==> config.mk <==
export PLATFORM = sky130hd
export DESIGN_NAME = ddr_cmd_timing_mon
export DESIGN_NICKNAME = d
export VERILOG_FILES = /design/src/rtl/ddr_cmd_timing_mon.sv
export SDC_FILE = /design/constraint.sdc
export NUM_CORES = 1
export LEC_CHECK = 0
export ABC_AREA = 1
export BUFFER_PORTS_ARGS = -buffer_cell sky130_fd_sc_hd__buf_2
export CORE_ASPECT_RATIO = 0.5
export CORE_MARGIN = 4
export CORE_UTILIZATION = 45
export CTS_CLUSTER_SIZE = 28
export DETAILED_ROUTE_END_ITERATION = 8
export PLACE_DENSITY_LB_ADDON = 0.15
export RECOVER_POWER = 50
export SETUP_SLACK_MARGIN = 0.3
export SLEW_MARGIN = 10
export SYNTH_ARGS = -nofsm -noshare
export SYNTH_HDL_FRONTEND = slang
export SYNTH_SLANG_ARGS = --single-unit
==> constraint.sdc <==
create_clock -name clk -period 3 [get_ports clk]
set_clock_uncertainty 0.15 [all_clocks]
set_input_delay 0.3 -clock clk [delete_from_list [all_inputs] [get_ports clk]]
set_output_delay 0.3 -clock clk [all_outputs]
set_load 0.05 [all_outputs]
==> src/rtl/ddr_cmd_timing_mon.sv <==
module ddr_cmd_timing_mon #(
  parameter int BA_W      = 2,
  parameter int T_RCD     = 2,
  parameter int T_RP      = 2,
  parameter int T_RRD     = 2,
  parameter int T_RAS     = 6,
  parameter int T_RAS_MAX = 16000,
  parameter int T_RC      = 8,
  parameter int T_MRD     = 2,
  parameter int T_RFC     = 10,
  parameter int T_WTR     = 1,
  parameter int T_AP_DLY  = 2
) (
  input  logic            clk,
  input  logic            rst_n,
  input  logic [2:0]      cmd,
  input  logic [BA_W-1:0] bank,
  input  logic            a10,
  input  logic            cke,
  input  logic            clr,
  output logic            viol,
  output logic            viol_flag,
  output logic [3:0]      viol_code,
  output logic [BA_W-1:0] viol_bank
);
  localparam int NB = 1 << BA_W;
  localparam int CW = $clog2(T_RAS_MAX + 3);
  localparam logic [CW-1:0] SAT    = {CW{1'b1}};
  localparam logic [CW-1:0] C_RCD  = CW'(T_RCD);
  localparam logic [CW-1:0] C_RP   = CW'(T_RP);
  localparam logic [CW-1:0] C_RPAP = CW'(T_RP + T_AP_DLY);
  localparam logic [CW-1:0] C_RRD  = CW'(T_RRD);
  localparam logic [CW-1:0] C_RAS  = CW'(T_RAS);
  localparam logic [CW-1:0] C_APL  = CW'((T_RAS > T_AP_DLY) ? T_RAS - T_AP_DLY : 0);
  localparam logic [CW-1:0] C_RMX1 = CW'(T_RAS_MAX + 1);
  localparam logic [CW-1:0] C_RC   = CW'(T_RC);
  localparam logic [CW-1:0] C_MRD  = CW'(T_MRD);
  localparam logic [CW-1:0] C_RFC  = CW'(T_RFC);
  localparam logic [CW-1:0] C_WTR  = CW'(T_WTR);

  localparam logic [2:0] K_ACT = 3'd1, K_RD = 3'd2, K_WR = 3'd3,
                         K_PRE = 3'd4, K_REF = 3'd5, K_LMR = 3'd6;

  logic [NB-1:0] open_q, ap_q;
  logic [CW-1:0] act_age [NB];
  logic [CW-1:0] pre_age [NB];
  logic [CW-1:0] any_act, wr_age, lmr_age, ref_age;

  logic          flag_q, viol_q;
  logic [3:0]    code_q, code_n;
  logic [BA_W-1:0] bank_q, bank_n;

  wire is_act = cmd == K_ACT;
  wire is_rd  = cmd == K_RD;
  wire is_wr  = cmd == K_WR;
  wire is_pre = cmd == K_PRE;
  wire is_ref = cmd == K_REF;
  wire is_lmr = cmd == K_LMR;
  wire is_cmd = cmd != 3'd0;
  wire is_rw  = is_rd | is_wr;

  wire          s_open = open_q[bank];
  wire [CW-1:0] s_act  = act_age[bank];
  wire [CW-1:0] s_pre  = pre_age[bank];
  wire [CW-1:0] s_need = ap_q[bank] ? C_RPAP : C_RP;

  logic [NB-1:0] rasmax_v, rasmin_v, refrp_v, refrc_v;

  function automatic logic [CW-1:0] inc(input logic [CW-1:0] x);
    return (x == SAT) ? x : x + 1'b1;
  endfunction

  function automatic logic [BA_W-1:0] lowest(input logic [NB-1:0] v);
    logic [BA_W-1:0] r;
    r = '0;
    for (int i = NB - 1; i >= 0; i--)
      if (v[i]) r = BA_W'(i);
    return r;
  endfunction

  always_comb begin
    for (int i = 0; i < NB; i++) begin
      rasmax_v[i] = open_q[i] && (act_age[i] == C_RMX1);
      rasmin_v[i] = open_q[i] && (act_age[i] < C_RAS);
      refrp_v[i]  = pre_age[i] < (ap_q[i] ? C_RPAP : C_RP);
      refrc_v[i]  = act_age[i] < C_RC;
    end
  end

  always_comb begin
    code_n = 4'd0;
    bank_n = '0;
    if (!cke && (is_ref || ref_age < C_RFC))            code_n = 4'd9;
    else if (is_cmd && ref_age < C_RFC)                 code_n = 4'd8;
    else if (is_cmd && lmr_age < C_MRD)                 code_n = 4'd7;
    else if (is_rw && !s_open)                          begin code_n = 4'd12; bank_n = bank; end
    else if (is_pre && !a10 && !s_open)                 begin code_n = 4'd13; bank_n = bank; end
    else if (is_act && s_open)                          begin code_n = 4'd14; bank_n = bank; end
    else if (is_rw && s_act < C_RCD)                    begin code_n = 4'd1;  bank_n = bank; end
    else if (is_rw && a10 && s_act < C_APL)             begin code_n = 4'd11; bank_n = bank; end
    else if (is_rd && wr_age <= C_WTR)                  begin code_n = 4'd10; bank_n = bank; end
    else if (is_pre && !a10 && s_act < C_RAS)           begin code_n = 4'd4;  bank_n = bank; end
    else if (is_pre && a10 && |rasmin_v)                begin code_n = 4'd4;  bank_n = lowest(rasmin_v); end
    else if (is_act && s_pre < s_need)                  begin code_n = 4'd2;  bank_n = bank; end
    else if (is_act && s_act < C_RC)                    begin code_n = 4'd6;  bank_n = bank; end
    else if (is_act && any_act < C_RRD)                 begin code_n = 4'd3;  bank_n = bank; end
    else if (is_ref && |refrp_v)                        begin code_n = 4'd2;  bank_n = lowest(refrp_v); end
    else if (is_ref && |refrc_v)                        begin code_n = 4'd6;  bank_n = lowest(refrc_v); end
    else if (|rasmax_v)                                 begin code_n = 4'd5;  bank_n = lowest(rasmax_v); end
  end

  always_ff @(posedge clk or negedge rst_n) begin
    if (!rst_n) begin
      open_q <= '0;
      ap_q   <= '0;
      for (int i = 0; i < NB; i++) begin
        act_age[i] <= SAT;
        pre_age[i] <= SAT;
      end
    end else begin
      for (int i = 0; i < NB; i++) begin
        act_age[i] <= inc(act_age[i]);
        pre_age[i] <= inc(pre_age[i]);
        if (is_act && bank == BA_W'(i)) begin
          open_q[i]  <= 1'b1;
          act_age[i] <= CW'(1);
        end
        if (is_pre && (a10 || bank == BA_W'(i))) begin
          open_q[i]  <= 1'b0;
          pre_age[i] <= CW'(1);
          ap_q[i]    <= 1'b0;
        end
        if (is_rw && a10 && bank == BA_W'(i)) begin
          open_q[i]  <= 1'b0;
          pre_age[i] <= CW'(1);
          ap_q[i]    <= 1'b1;
        end
      end
    end
  end

  always_ff @(posedge clk or negedge rst_n) begin
    if (!rst_n) begin
      any_act <= SAT;
      wr_age  <= SAT;
      lmr_age <= SAT;
      ref_age <= SAT;
    end else begin
      any_act <= is_act ? CW'(1) : inc(any_act);
      wr_age  <= is_wr  ? CW'(1) : inc(wr_age);
      lmr_age <= is_lmr ? CW'(1) : inc(lmr_age);
      ref_age <= is_ref ? CW'(1) : inc(ref_age);
    end
  end

  wire hit = code_n != 4'd0;

  always_ff @(posedge clk or negedge rst_n) begin
    if (!rst_n) begin
      viol_q <= 1'b0;
      flag_q <= 1'b0;
      code_q <= 4'd0;
      bank_q <= '0;
    end else begin
      viol_q <= hit;
      flag_q <= hit | (flag_q & ~clr);
      if (hit && (!flag_q || clr)) begin
        code_q <= code_n;
        bank_q <= bank_n;
      end else if (clr) begin
        code_q <= 4'd0;
        bank_q <= '0;
      end
    end
  end

  assign viol      = viol_q;
  assign viol_flag = flag_q;
  assign viol_code = code_q;
  assign viol_bank = bank_q;


  flag_sticky_chk: assert property (@(posedge clk) disable iff (!rst_n)
    flag_q && !clr |=> flag_q);


  first_held_chk: assert property (@(posedge clk) disable iff (!rst_n)
    flag_q && !clr |=> $stable(code_q) && $stable(bank_q));


  pulse_flag_chk: assert property (@(posedge clk) disable iff (!rst_n)
    viol_q |-> flag_q);


  idle_zero_chk: assert property (@(posedge clk) disable iff (!rst_n)
    !flag_q |-> (code_q == 4'd0) && (bank_q == '0));


  rp_source_chk: assert property (@(posedge clk) disable iff (!rst_n)
    (code_n == 4'd2) |-> (is_act || is_ref));


  cke_code_chk: assert property (@(posedge clk) disable iff (!rst_n)
    (code_n == 4'd9) |-> !cke);
endmodule

==> impl_metrics.env <==
export IMPL_die_x_um=231.7
export IMPL_synthTopCellsByArea="dfstp_2 (39%), nand2_1 (10%), inv_1 (7.9%), nor2_1 (7.2%), o21ai_0 (5.3%)"
export IMPL_irDropWorstVdd_uv=471.1
export IMPL_drc=0
export IMPL_first_global_vias=9780
export IMPL_port_buffers=17
export IMPL_cts_tree="yes"
export IMPL_place_congestion=0.9021
export IMPL_syn_num_nets=1573
export IMPL_synth_simple_area_share_pct=30.05
export IMPL_crit_buf_inv=1
export IMPL_grt_ovfl_total=0
export IMPL_dp_slack_ns=0.1203
export IMPL_worstHoldPathType="in2reg"
export IMPL_initial_utilization_pct=46.30
export IMPL_drv_slew=0
export IMPL_power_total_mw=9.293
export IMPL_power_frac_clock_pct=23.7
export IMPL_status="finished, final reports clean"
export IMPL_cp_cell_sequence="a22oi_2, o221ai_2, ha_2, nor2_1, nand3_1, nor2_1, nand3_2, nand3_4, buf_4, a21oi_1, nand2_1, nand2_1, a31oi_1, nand4_1, nand2_1"
export IMPL_synth_compound_area_share_pct=14.63
export IMPL_synth_top_family_by_area="simple AND/OR/NAND/NOR gates"
export IMPL_ys_seq_area_share_pct=42.75
export IMPL_multi_input_area_um2=5731
export IMPL_clkLatencyLatePin_ns=0.46
export IMPL_hpwl_um=20520
export IMPL_synth_warnings=0
export IMPL_cp_max_fo=6
export IMPL_rsz0062_at_grt="yes"
export IMPL_cts_buffers=17
export IMPL_area_growth_pct=13.10
export IMPL_cp_top_family="simple AND/OR/NAND/NOR gates"
export IMPL_coreArea_um2=24320
export IMPL_fp_row_count=40
export IMPL_syn_area_um2=11260
export IMPL_tightest_slew_ns=1.223
export IMPL_worstHoldStart="clr"
export IMPL_path_clk_slew_ns=0.07
export IMPL_cp_required_ns=3.25
export IMPL_antenna_found_initial=0
export IMPL_final_hold_viol_count=0
export IMPL_via_per_inst=5.309
export IMPL_regArea_um2=4815
export IMPL_p_int_mw=5.745
export IMPL_async_reset_ff_share_pct=100.0
export IMPL_critPathSlowestCell="dfstp_2"
export IMPL_p_seq_share_pct=43.5
export IMPL_max_freq_ghz=0.3916
export IMPL_critPathLaunchType="flip-flop"
export IMPL_startpoint="pre_age[44]"
export IMPL_io_pins=18
export IMPL_grt_usage_pct=20.43
export IMPL_cp_arrival_ns=2.80
export IMPL_leakagePower_nw=5.516
export IMPL_die_area_um2=27780
export IMPL_synth_top_flop_cell="dfstp_2"
export IMPL_end_kind="flip-flop"
export IMPL_fin_area_um2=12740
export IMPL_min_period_ns=2.554
export IMPL_p_switching_mw=3.548
export IMPL_swShare_pct=38.18
export IMPL_yosys_cell_types_count=50
export IMPL_cts_root_buf="clkbuf_16"
export IMPL_cpMostUsedCell="nand2_1"
export IMPL_htree_levels=4
export IMPL_synth_most_common_cell="nand2_1"
export IMPL_setup_tns_ns=0
export IMPL_clock_sinks=184
export IMPL_pwr_share_comb_pct=32.8
export IMPL_grt_pass1_wl_um=46820
export IMPL_grt_max_degree=92
export IMPL_postRouteAntennaNets=0
export IMPL_p_per_area_nw_per_um2=729.6
export IMPL_fin_cells=1941
export IMPL_drt_total_wl_um=27700
export IMPL_dpl_instance_area_um2=11890
export IMPL_wl_per_cell_um=14.27
export IMPL_die_h_um=119.9
export IMPL_avgSynthCellArea_um2=7.313
export IMPL_synth_top_area_share_pct=39.20
export IMPL_diodes=0
export IMPL_setup_viol_count_final=0
export IMPL_drtIter0Drc=845
export IMPL_dr_pass1_iters=6
export IMPL_synthTopCellsByCount="nand2_1 (303), inv_1 (236), nor2_1 (217)"
export IMPL_dp_cells=1900
export IMPL_muxShareOfSynthArea_pct=0
export IMPL_num_vias=10310
export IMPL_synth_fa_ha_area_share_pct=2.555
export IMPL_r2r_start="pre_age[44]"
export IMPL_cap_violations=0
export IMPL_criticalPathCategory="reg2reg"
export IMPL_synth_edff_count=0
export IMPL_synth_seq_cells=184
export IMPL_post_route_period_util_pct=85.13
export IMPL_nFillCells=2311
export IMPL_fin_ws_ns=0.4462
export IMPL_synth_xor_area_share_pct=1.400
export IMPL_syn_inst=1540
export IMPL_clk_path_buf_depth=2
export IMPL_critPathMaxStageDelay_ns=0.41
export IMPL_fin_nets=1625
export IMPL_drive_above_1_share_pct=20.19
export IMPL_synth_top_cell_by_area="dfstp_2"
export IMPL_slew_headroom_pct=18.48
-- through the flow --
step / hold WS, ns / util (%)
6_report: 0.07619 / 52.37
5_1_grt: 0.08494 / 52.37
4_1_cts: 0.03681 / 51.26
3_5_place_dp: 0.1296 / 48.87
3_3_place_gp: 0.1280 / 48.87
2_1_floorplan: -0.1456 / -
-- worst register-to-register path, cell delays in order, from the launching register on --
cell and delay, ns:
dfstp_2 0.41, a22oi_2 0.21, o221ai_2 0.12, ha_2 0.19, nor2_1 0.11, nand3_1 0.09
nor2_1 0.13, nand3_2 0.17, nand3_4 0.14, buf_4 0.14, a21oi_1 0.04, nand2_1 0.07
nand2_1 0.05, a31oi_1 0.25, nand4_1 0.14, nand2_1 0.08
-- power by group through the flow --
stage	Combinational, mW	Clock (mW)	Sequential, mW
after floorplan	2.05	0	4.02
after detailed placement	2.86	0	4.05
after global routing	3.46	2.36	4.14
final	3.05	2.20	4.04
after CTS	2.88	2.28	4.03
after global placement	2.79	0	4.04
-- sequential cells by signal, summed over array words and instances (netlist names) --
signal / count
wr_age: 14
viol_code: 4
open_q: 4
viol: 1
act_age: 56
ap_q: 4
ref_age: 14
viol_bank: 2
any_act: 14
lmr_age: 14
pre_age: 56
viol_flag: 1
-- what timing repair did --
item,CTS,global route
hold buffers,1,0
buffers inserted,0,8
pin swaps,0,13
hold endpoints to repair,20,0
resized for setup,1,63
endpoints found under the setup margin,2,49
-- logic make-up (layout without fill, tap and decap cells) --
group / Yosys count / after routing
fa+ha+maj: 23 / 23
simple gates: 774 / 774
xor+xnor: 18 / 18
buf+inv: 256 / 321
flops: 184 / 184
compound gates: 285 / 285
-- final cells by class --
| class | count | share of cell area (%) |
|---|---|---|
| Clock buffer | 24 | 3.861 |
| Multi-Input combinational cell | 1100 | 44.99 |
| Timing Repair Buffer | 45 | 2.299 |
| Clock inverter | 8 | 0.5599 |
| Inverter | 244 | 7.191 |
| Sequential cell | 184 | 37.80 |
| Tap cell | 336 | 3.301 |
-- routing by layer --
| metal | vias to the layer above | GRT usage, % | wire length [um] | part of all wire, % |
|---|---|---|---|---|
| met1 | 4824 | 29.81 | 14160 | 51 |
| met4 | 0 | 5.408 | 343 | 1.2 |
| met2 | 232 | 30.72 | 11860 | 43 |
| li1 | 5218 | - | - | - |
| met3 | 31 | 4.530 | 1328 | 4.8 |
| met5 | - | 0 | 0 | 0 |
-- placed cells by master, fill, tap and decap left out, drive strengths merged, types with 7 or more instances in the layout --
cell type,synthesis,layout
a221oi,8,8
clkinv,1,7
nand3,109,109
o21ai,125,125
a31oi,10,10
xor2,10,10
inv,243,243
nor4,20,20
nor2,223,223
ha,23,23
dfstp,168,168
xnor2,8,8
nor3,70,70
dfrtp,16,16
clkbuf,9,30
a211oi,28,28
a21oi,82,82
buf,3,38
nand2,309,309
nand4,29,29
-- path summary, 6_finish.rpt --
check,to,slack (ns),cells after the start
max,viol_bank[0],0.45,15
min,viol_code[1],0.08,4
max reg2reg,viol_bank[0],0.45,15
min reg2reg,wr_age[11],0.33,2
max in group asynchronous,open_q[0],1.07,3
min in group asynchronous,ref_age[10],0.33,2
(Power assumes the default switching activity.)
